[src/rtl/eirq_pkg.sv]
package eirq_pkg;
   timeunit 1ns;
   timeprecision 1ps;

   // Order of the per-line fields inside the configuration word.
   typedef enum int {
      FLD_POL    = 0,
      FLD_ANY    = 1,
      FLD_LEVEL  = 2,
      FLD_ACK    = 3,
      FLD_EN     = 4,
      FLD_STATUS = 5,
      FLD_COUNT  = 6
   } eirq_field_e;

   // Lowest bit of a field for a given line count.
   function automatic int fld_lo(input int lines, input eirq_field_e f);
      return lines * int'(f);
   endfunction
endpackage

[src/rtl/eirq_sync.sv]
module eirq_sync #(
   parameter int WIDTH  = 4,
   parameter int STAGES = 2
) (
   input  logic             clk,
   input  logic             rst_n,
   input  logic [WIDTH-1:0] async_in,
   output logic [WIDTH-1:0] sync_out
);
   timeunit 1ns;
   timeprecision 1ps;

   if (STAGES < 2) begin : g_bad_stages
      $error("eirq_sync: STAGES must be at least 2");
   end

   logic [WIDTH-1:0] stage_q [STAGES];

   always_ff @(posedge clk or negedge rst_n) begin
      if (!rst_n) begin
         for (int s = 0; s < STAGES; s++) stage_q[s] <= '0;
      end else begin
         stage_q[0] <= async_in;
         for (int s = 1; s < STAGES; s++) stage_q[s] <= stage_q[s-1];
      end
   end

   assign sync_out = stage_q[STAGES-1];
endmodule

[src/rtl/eirq_line.sv]
module eirq_line (
   input  logic clk,
   input  logic rst_n,
   input  logic pin_s,
   input  logic pol,
   input  logic any_edge,
   input  logic level_sel,
   input  logic enable,
   input  logic ack,
   output logic latch_q,
   output logic raw,
   output logic pend
);
   timeunit 1ns;
   timeprecision 1ps;

   logic prev_q;
   logic rise, fall, edge_ev, level_hit;

   assign rise      = pin_s & ~prev_q;
   assign fall      = ~pin_s & prev_q;
   assign edge_ev   = any_edge ? (rise | fall) : (pol ? rise : fall);
   assign level_hit = (pin_s == pol);

   always_ff @(posedge clk or negedge rst_n) begin
      if (!rst_n) begin
         prev_q  <= 1'b0;
         latch_q <= 1'b0;
      end else begin
         prev_q  <= pin_s;
         // A new event outranks an acknowledge in the same cycle.
         latch_q <= level_sel ? 1'b0 : (edge_ev | (latch_q & ~ack));
      end
   end

   assign raw  = level_sel ? level_hit : latch_q;
   assign pend = raw & enable;
endmodule

[src/rtl/eirq_cfg.sv]
module eirq_cfg
   import eirq_pkg::*;
#(
   parameter int LINES = 4,
   parameter int REG_W = 32
) (
   input  logic             clk,
   input  logic             rst_n,
   input  logic             wr,
   input  logic [REG_W-1:0] wdata,
   input  logic [LINES-1:0] status,
   output logic [REG_W-1:0] rdata,
   output logic [LINES-1:0] pol,
   output logic [LINES-1:0] any_edge,
   output logic [LINES-1:0] level_sel,
   output logic [LINES-1:0] enable,
   output logic [LINES-1:0] ack
);
   timeunit 1ns;
   timeprecision 1ps;

   localparam int LO_POL = fld_lo(LINES, FLD_POL);
   localparam int LO_ANY = fld_lo(LINES, FLD_ANY);
   localparam int LO_LVL = fld_lo(LINES, FLD_LEVEL);
   localparam int LO_ACK = fld_lo(LINES, FLD_ACK);
   localparam int LO_EN  = fld_lo(LINES, FLD_EN);
   localparam int LO_ST  = fld_lo(LINES, FLD_STATUS);
   localparam int USED   = fld_lo(LINES, FLD_COUNT);

   if (USED > REG_W) begin : g_bad_width
      $error("eirq_cfg: fields do not fit the register");
   end

   always_ff @(posedge clk or negedge rst_n) begin
      if (!rst_n) begin
         pol       <= '0;
         any_edge  <= '0;
         level_sel <= '1;
         enable    <= '0;
      end else if (wr) begin
         pol       <= wdata[LO_POL +: LINES];
         any_edge  <= wdata[LO_ANY +: LINES];
         level_sel <= wdata[LO_LVL +: LINES];
         enable    <= wdata[LO_EN  +: LINES];
      end
   end

   assign ack = wr ? wdata[LO_ACK +: LINES] : '0;

   always_comb begin
      rdata = '0;
      rdata[LO_POL +: LINES] = pol;
      rdata[LO_ANY +: LINES] = any_edge;
      rdata[LO_LVL +: LINES] = level_sel;
      rdata[LO_EN  +: LINES] = enable;
      rdata[LO_ST  +: LINES] = status;
   end
endmodule

[src/rtl/ext_irq_ctrl.sv]
module ext_irq_ctrl #(
   parameter int NUM_LINES   = 4,
   parameter int SYNC_STAGES = 2,
   parameter int REG_W       = 32
) (
   input  logic                 clk,
   input  logic                 rst_n,
   input  logic [NUM_LINES-1:0] irq_pin,
   input  logic                 cfg_wr,
   input  logic [REG_W-1:0]     cfg_wdata,
   output logic [REG_W-1:0]     cfg_rdata,
   output logic [NUM_LINES-1:0] irq_pend,
   output logic                 irq_any
);
   timeunit 1ns;
   timeprecision 1ps;

   if (NUM_LINES < 1) begin : g_bad_lines
      $error("ext_irq_ctrl: NUM_LINES must be positive");
   end

   logic [NUM_LINES-1:0] pin_s;
   logic [NUM_LINES-1:0] cfg_pol, cfg_any, cfg_lvl, cfg_en, ack_pulse;
   logic [NUM_LINES-1:0] line_latch, line_raw;

   eirq_sync #(.WIDTH(NUM_LINES), .STAGES(SYNC_STAGES)) u_sync (
      .clk      (clk),
      .rst_n    (rst_n),
      .async_in (irq_pin),
      .sync_out (pin_s)
   );

   eirq_cfg #(.LINES(NUM_LINES), .REG_W(REG_W)) u_cfg (
      .clk       (clk),
      .rst_n     (rst_n),
      .wr        (cfg_wr),
      .wdata     (cfg_wdata),
      .status    (line_raw),
      .rdata     (cfg_rdata),
      .pol       (cfg_pol),
      .any_edge  (cfg_any),
      .level_sel (cfg_lvl),
      .enable    (cfg_en),
      .ack       (ack_pulse)
   );

   for (genvar i = 0; i < NUM_LINES; i++) begin : g_line
      eirq_line u_line (
         .clk       (clk),
         .rst_n     (rst_n),
         .pin_s     (pin_s[i]),
         .pol       (cfg_pol[i]),
         .any_edge  (cfg_any[i]),
         .level_sel (cfg_lvl[i]),
         .enable    (cfg_en[i]),
         .ack       (ack_pulse[i]),
         .latch_q   (line_latch[i]),
         .raw       (line_raw[i]),
         .pend      (irq_pend[i])
      );
   end

   assign irq_any = |irq_pend;
endmodule

[config.mk]
export PLATFORM = sky130hd
export DESIGN_NAME = ext_irq_ctrl
export DESIGN_NICKNAME = d
export VERILOG_FILES = /design/src/rtl/eirq_pkg.sv /design/src/rtl/eirq_sync.sv /design/src/rtl/eirq_line.sv /design/src/rtl/eirq_cfg.sv /design/src/rtl/ext_irq_ctrl.sv
export SDC_FILE = /design/constraint.sdc
export NUM_CORES = 1
export LEC_CHECK = 0
export ABC_CLOCK_PERIOD_IN_PS = 2350
export BUFFER_PORTS_ARGS = -buffer_cell sky130_fd_sc_hd__buf_2
export CAP_MARGIN = 15
export CELL_PAD_IN_SITES_DETAIL_PLACEMENT = 1
export CELL_PAD_IN_SITES_GLOBAL_PLACEMENT = 1
export CORE_MARGIN = 8
export CORE_UTILIZATION = 35
export CTS_CLUSTER_SIZE = 12
export DETAILED_ROUTE_END_ITERATION = 10
export PLACE_DENSITY_LB_ADDON = 0.05
export SYNTH_ARGS = -nofsm -noshare
export SYNTH_HDL_FRONTEND = slang
export SYNTH_SLANG_ARGS = --single-unit
[constraint.sdc]
create_clock -name clk -period 2.35 [get_ports clk]
set_clock_uncertainty 0.05 [all_clocks]
set_input_delay 0.47 -clock clk [delete_from_list [all_inputs] [get_ports clk]]
set_output_delay 0.47 -clock clk [all_outputs]
set_load 0.05 [all_outputs]
[After elaboration in Yosys (flattened, before gate mapping)]
Index checks and enable logic that the tools add are counted.
Cells by class
  equal/unequal tests: 4
  muxes and demuxes: 17
  bitwise gates (word level): 36
  reduce and logical (&&, ||, !) cells: 1
Operators with widths (count)
  $and A1 B1 Y1: 16
  $mux W1: 16
  $not A1 Y1: 12
  $or A1 B1 Y1: 8
  $eq A1 B1 Y1: 4
  $mux W4: 1
  $reduce_or A4 Y1: 1
Storage, ports and cells
  register bits: 32
  input port bits: 39

[Logic depth before layout (Yosys ltp)]
  depth in word-level cells: 6
  depth in mapped cells: 5
  depth with buffers taken out: 5

[Hierarchy]
From an unflattened synthesis, not the netlist that was laid out.
Unflattened totals
  cell total of the unflattened synthesis: 140
  area total of the unflattened synthesis: 1760.4 µm²
Modules (own cells, without submodules)
  eirq_cfg: times used 1, cells each 71, area each 937.1 µm², seq. area each 405.4 µm²
  eirq_line: times used 4, cells each 14, area each 146.4 µm², seq. area each 50.0 µm²
  eirq_sync: times used 1, cells each 12, area each 230.2 µm², seq. area each 200.2 µm²
  ext_irq_ctrl: times used 1, cells each 1, area each 7.5 µm², seq. area each 0.0 µm²

[Least setup slack after synthesis]
No wires, ideal clock.
  path kind: register to output
  from: register u_cfg.level_sel[3]
  to: output irq_any
  data arrival time: 1.668 ns
  slack: 0.162 ns
  cell stages (with the launch flop): 4
  buffers on the path: 0
  path through: dfstp_2 > and3b_1 > a31o_1 > or4_1
On the way
  cells in the longest elaborated chain, start to end: 3
RTL lines
  from (decl): RTL line eirq_cfg.sv:15  | output logic [LINES-1:0] level_sel,
  from (signal assigned): RTL line eirq_cfg.sv:43  | level_sel <= wdata[LO_LVL +: LINES];
  $mux W1: RTL line eirq_line.sv:36  | assign raw = level_sel ? level_hit : latch_q;
  $and A1 B1 Y1: RTL line eirq_line.sv:37  | assign pend = raw & enable;
  named net g_line[3].u_line.pend: RTL line eirq_line.sv:12  | output logic pend
  $reduce_or A4 Y1: RTL line ext_irq_ctrl.sv:63  | assign irq_any = |irq_pend;
  to (decl): RTL line ext_irq_ctrl.sv:13  | output logic irq_any
The timed path passes the listed nets, and every way through them passes these cells.

[Worst setup path after layout]
  from: register u_cfg.level_sel[3]
  to: output irq_any
On the way
  cells in the longest elaborated chain, start to end: 3
RTL lines (RTL line)
  $mux W1: eirq_line.sv:36
  $and A1 B1 Y1: eirq_line.sv:37
  $reduce_or A4 Y1: ext_irq_ctrl.sv:63
Every way passes these cells.

==> summary.txt <==
First-pass DRT Iterations = 2
Max Slew Vio Count = 0
Core Area = 0.00469 mm2
Drt wl/cell = 14.6 um
CTS tree = done
Overall routing resource usage = 10.0%
Failing checks = setup timing
Final WS setup = -0.0434 ns
Synthesized netlist cell count = 144
Register-to-Register Path Depth = 5
Power Dens Cells = 812 mW/mm2
Reg2reg end = g_line[1].u_line.latch_q$_DFF_PN0_
First-pass GRT wire length = 5730 um
Clk Latency, worst-skew pair = 0.28 ns
WP data arrival = 1.87 ns
Die area = 0.00729 mm2
Kind of critical path = reg2out
Final hold vios = 0
Drt drc = 0
Clock Path Buffers = 2
Seq/Total Area, Yosys = 47.8%
Worst VDD drop = 0.283 mV
GR Overflow Total = 0
Via density = 4.47
Num CTS Buffers = 5
Diode count = 0
Yosys warns = 0
DP Worst Slack = 0.167 ns
Initial antenna violation count = 0
Io pins = 76
F_max = 418 MHz
Dpl hpwl = 2630 um
Post-cts hold buffer count = 0
Post-route cell area = 0.00190 mm2
Crit path launch type = flop
Ranking of synthesized cells by area = dfrtp_1, buf_4, mux2_2
Die height = 85.4 um
Final period utilization = 102%
Reg-to-reg startpoint = u_sync.sync_out[1]$_DFF_PN0_
Synth top area share = 41.6%
Avg Inst Size Synth = 11.7 um2
Pin count of the biggest net entering global routing = 33
Clk sinks = 32
DRT iter0 DRCs = 13
Share of cells above drive strength 1 = 51.1%
Post-layout util = 40.4%
Status = complete, but fails checks
Final worst path period need = 2.39 ns
H-tree levels = 2
CP endpoint kind = primary output
CP Capture Point = irq_any
CP max FO = 2
Post-Syn Area = 0.00169 mm2
Antenna Violating Nets Remaining = 0
Die X = 85.4 um
Clk root buf = clkbuf_8
Initial Utilization = 35.9%
Synth unique cells = 16
Final setup fails = 1
Layout Nets = 226
Slew @ Worst Pin = 0.715 ns
Rel. slew slack = 52.3%
Number of global-route vias before repair = 1144
Reg2reg setup slack = 1.02 ns
Rows = 25
CP Launch Point = u_cfg.level_sel[3]$_DFFE_PN1P_
RSZ-0062 raised after global routing = yes
Synth Register Bits = 32
Dpl cell area = 0.00177 mm2
Via count = 1046
IO Port Bufs = 51
Max Cap Viol = 0
Hold Crit Class = in2async
Worst-path clk slew = 0.06 ns
Worst EP required = 1.83 ns
Post-Route WL = 3420 um
Final GP Congestion = 0.690
Leak = 0.978 nW
Post-synth top area cell = dfrtp_1
Area Growth Syn to Fin = 12.5%
==> layout by cell type, fill, tap and decap left out, types with 4 or more instances in the layout <==
cell type	n
a21oi_1	4
and3b_1	4
buf_2	50
buf_4	4
clkbuf_8	5
conb_1	12
dfrtp_1	28
dfstp_2	4
ha_1	8
inv_1	8
mux2_2	24
nand2_1	12
o21ai_0	4
xnor2_1	4
==> power by group <==
part,internal [mW],switching [mW],total (mW)
Clock,0.207,0.187,0.394
Combinational,0.153,0.346,0.499
Sequential,0.605,0.0408,0.646
Total,0.966,0.574,1.54
==> worst min-delay path by stage <==
stage	startpoint	endpoint	slack, ns	cells past startpoint
finish	rst_n	u_sync.stage_q[6]$_DFF_PN0_	0.20	1
global route	irq_pin[1]	u_sync.stage_q[5]$_DFF_PN0_	0.22	1
CTS	rst_n	u_sync.stage_q[6]$_DFF_PN0_	0.22	1
detailed placement	u_sync.stage_q[7]$_DFF_PN0_	u_sync.sync_out[3]$_DFF_PN0_	0.29	0
global placement	u_sync.stage_q[7]$_DFF_PN0_	u_sync.sync_out[3]$_DFF_PN0_	0.28	0
floorplan	rst_n	g_line[0].u_line.latch_q$_DFF_PN0_	0.12	0
==> worst max-delay path, cell delays in order (launching register included) <==
cell     delay, ns
dfstp_2       0.53
and3b_1       0.17
a31o_1        0.20
or4_4         0.54
buf_8         0.17
==> cell usage after synthesis <==
| cell type | number |
|---|---|
| buf_4 | 36 |
| dfrtp_1 | 28 |
| mux2_2 | 24 |
| nand2_1 | 12 |
| ha_1 | 8 |
| inv_1 | 8 |
| a21oi_1 | 4 |
| and3b_1 | 4 |
| dfstp_2 | 4 |
| o21ai_0 | 4 |
| xnor2_1 | 4 |
| a31o_1 | 2 |
| a31o_2 | 2 |
| clkbuf_1 | 2 |
| conb_1 | 1 |
| or4_1 | 1 |
==> final cells by class <==
cell class,count,area (um2)
fill,545,2800
sequential,32,806
multi-input combinational,77,617
timing repair buffer,55,295
clock buffer,7,76.3
tap,54,67.6
inverter,8,30.0
clock inverter,1,5.00
==> cells by family after synthesis <==
group	after synthesis	synth area share (%)
AND/OR/NAND/NOR	17	5.20
XOR/XNOR	4	2.08
buffers and inverters	46	18.3
other	1	0.223
AO/OA/AOI/OAI	12	4.45
adder cells (fa/ha/maj)	8	5.94
flip-flops	32	47.8
multiplexers	24	16.0
==> timing repair <==
item,4_1_cts,5_1_grt
resized for setup,3,1
setup endpoints to repair,1,1
setup buffers,3,1
==> stage by stage <==
stage               setup TNS, ns  instances  hold slack [ns]  power, mW
global route               -0.105        234            0.222       1.63
detailed placement              0        222            0.286       1.13
floorplan                       0        155            0.124       1.10
global placement                0        222            0.283       1.12
CTS                       -0.0550        233            0.223       1.57
finish                    -0.0434        234            0.197       1.54
==> routing by layer <==
metal	GRT usage (%)	up-vias	routed length, um
met5	0	-	0
met3	5.79	4	385
met4	3.82	0	37
met2	16.0	47	1590
li1	-	496	-
met1	10.7	499	1410
==> registers in the layout (all words and copies together), names as in the netlist <==
register and flops:
g_line.u_line.latch_q 4, g_line.u_line.prev_q 4, u_cfg.any_edge 4, u_cfg.enable 4, u_cfg.level_sel 4, u_cfg.pol 4
u_sync.stage_q 4, u_sync.sync_out 4
(Power assumes the default switching activity.)
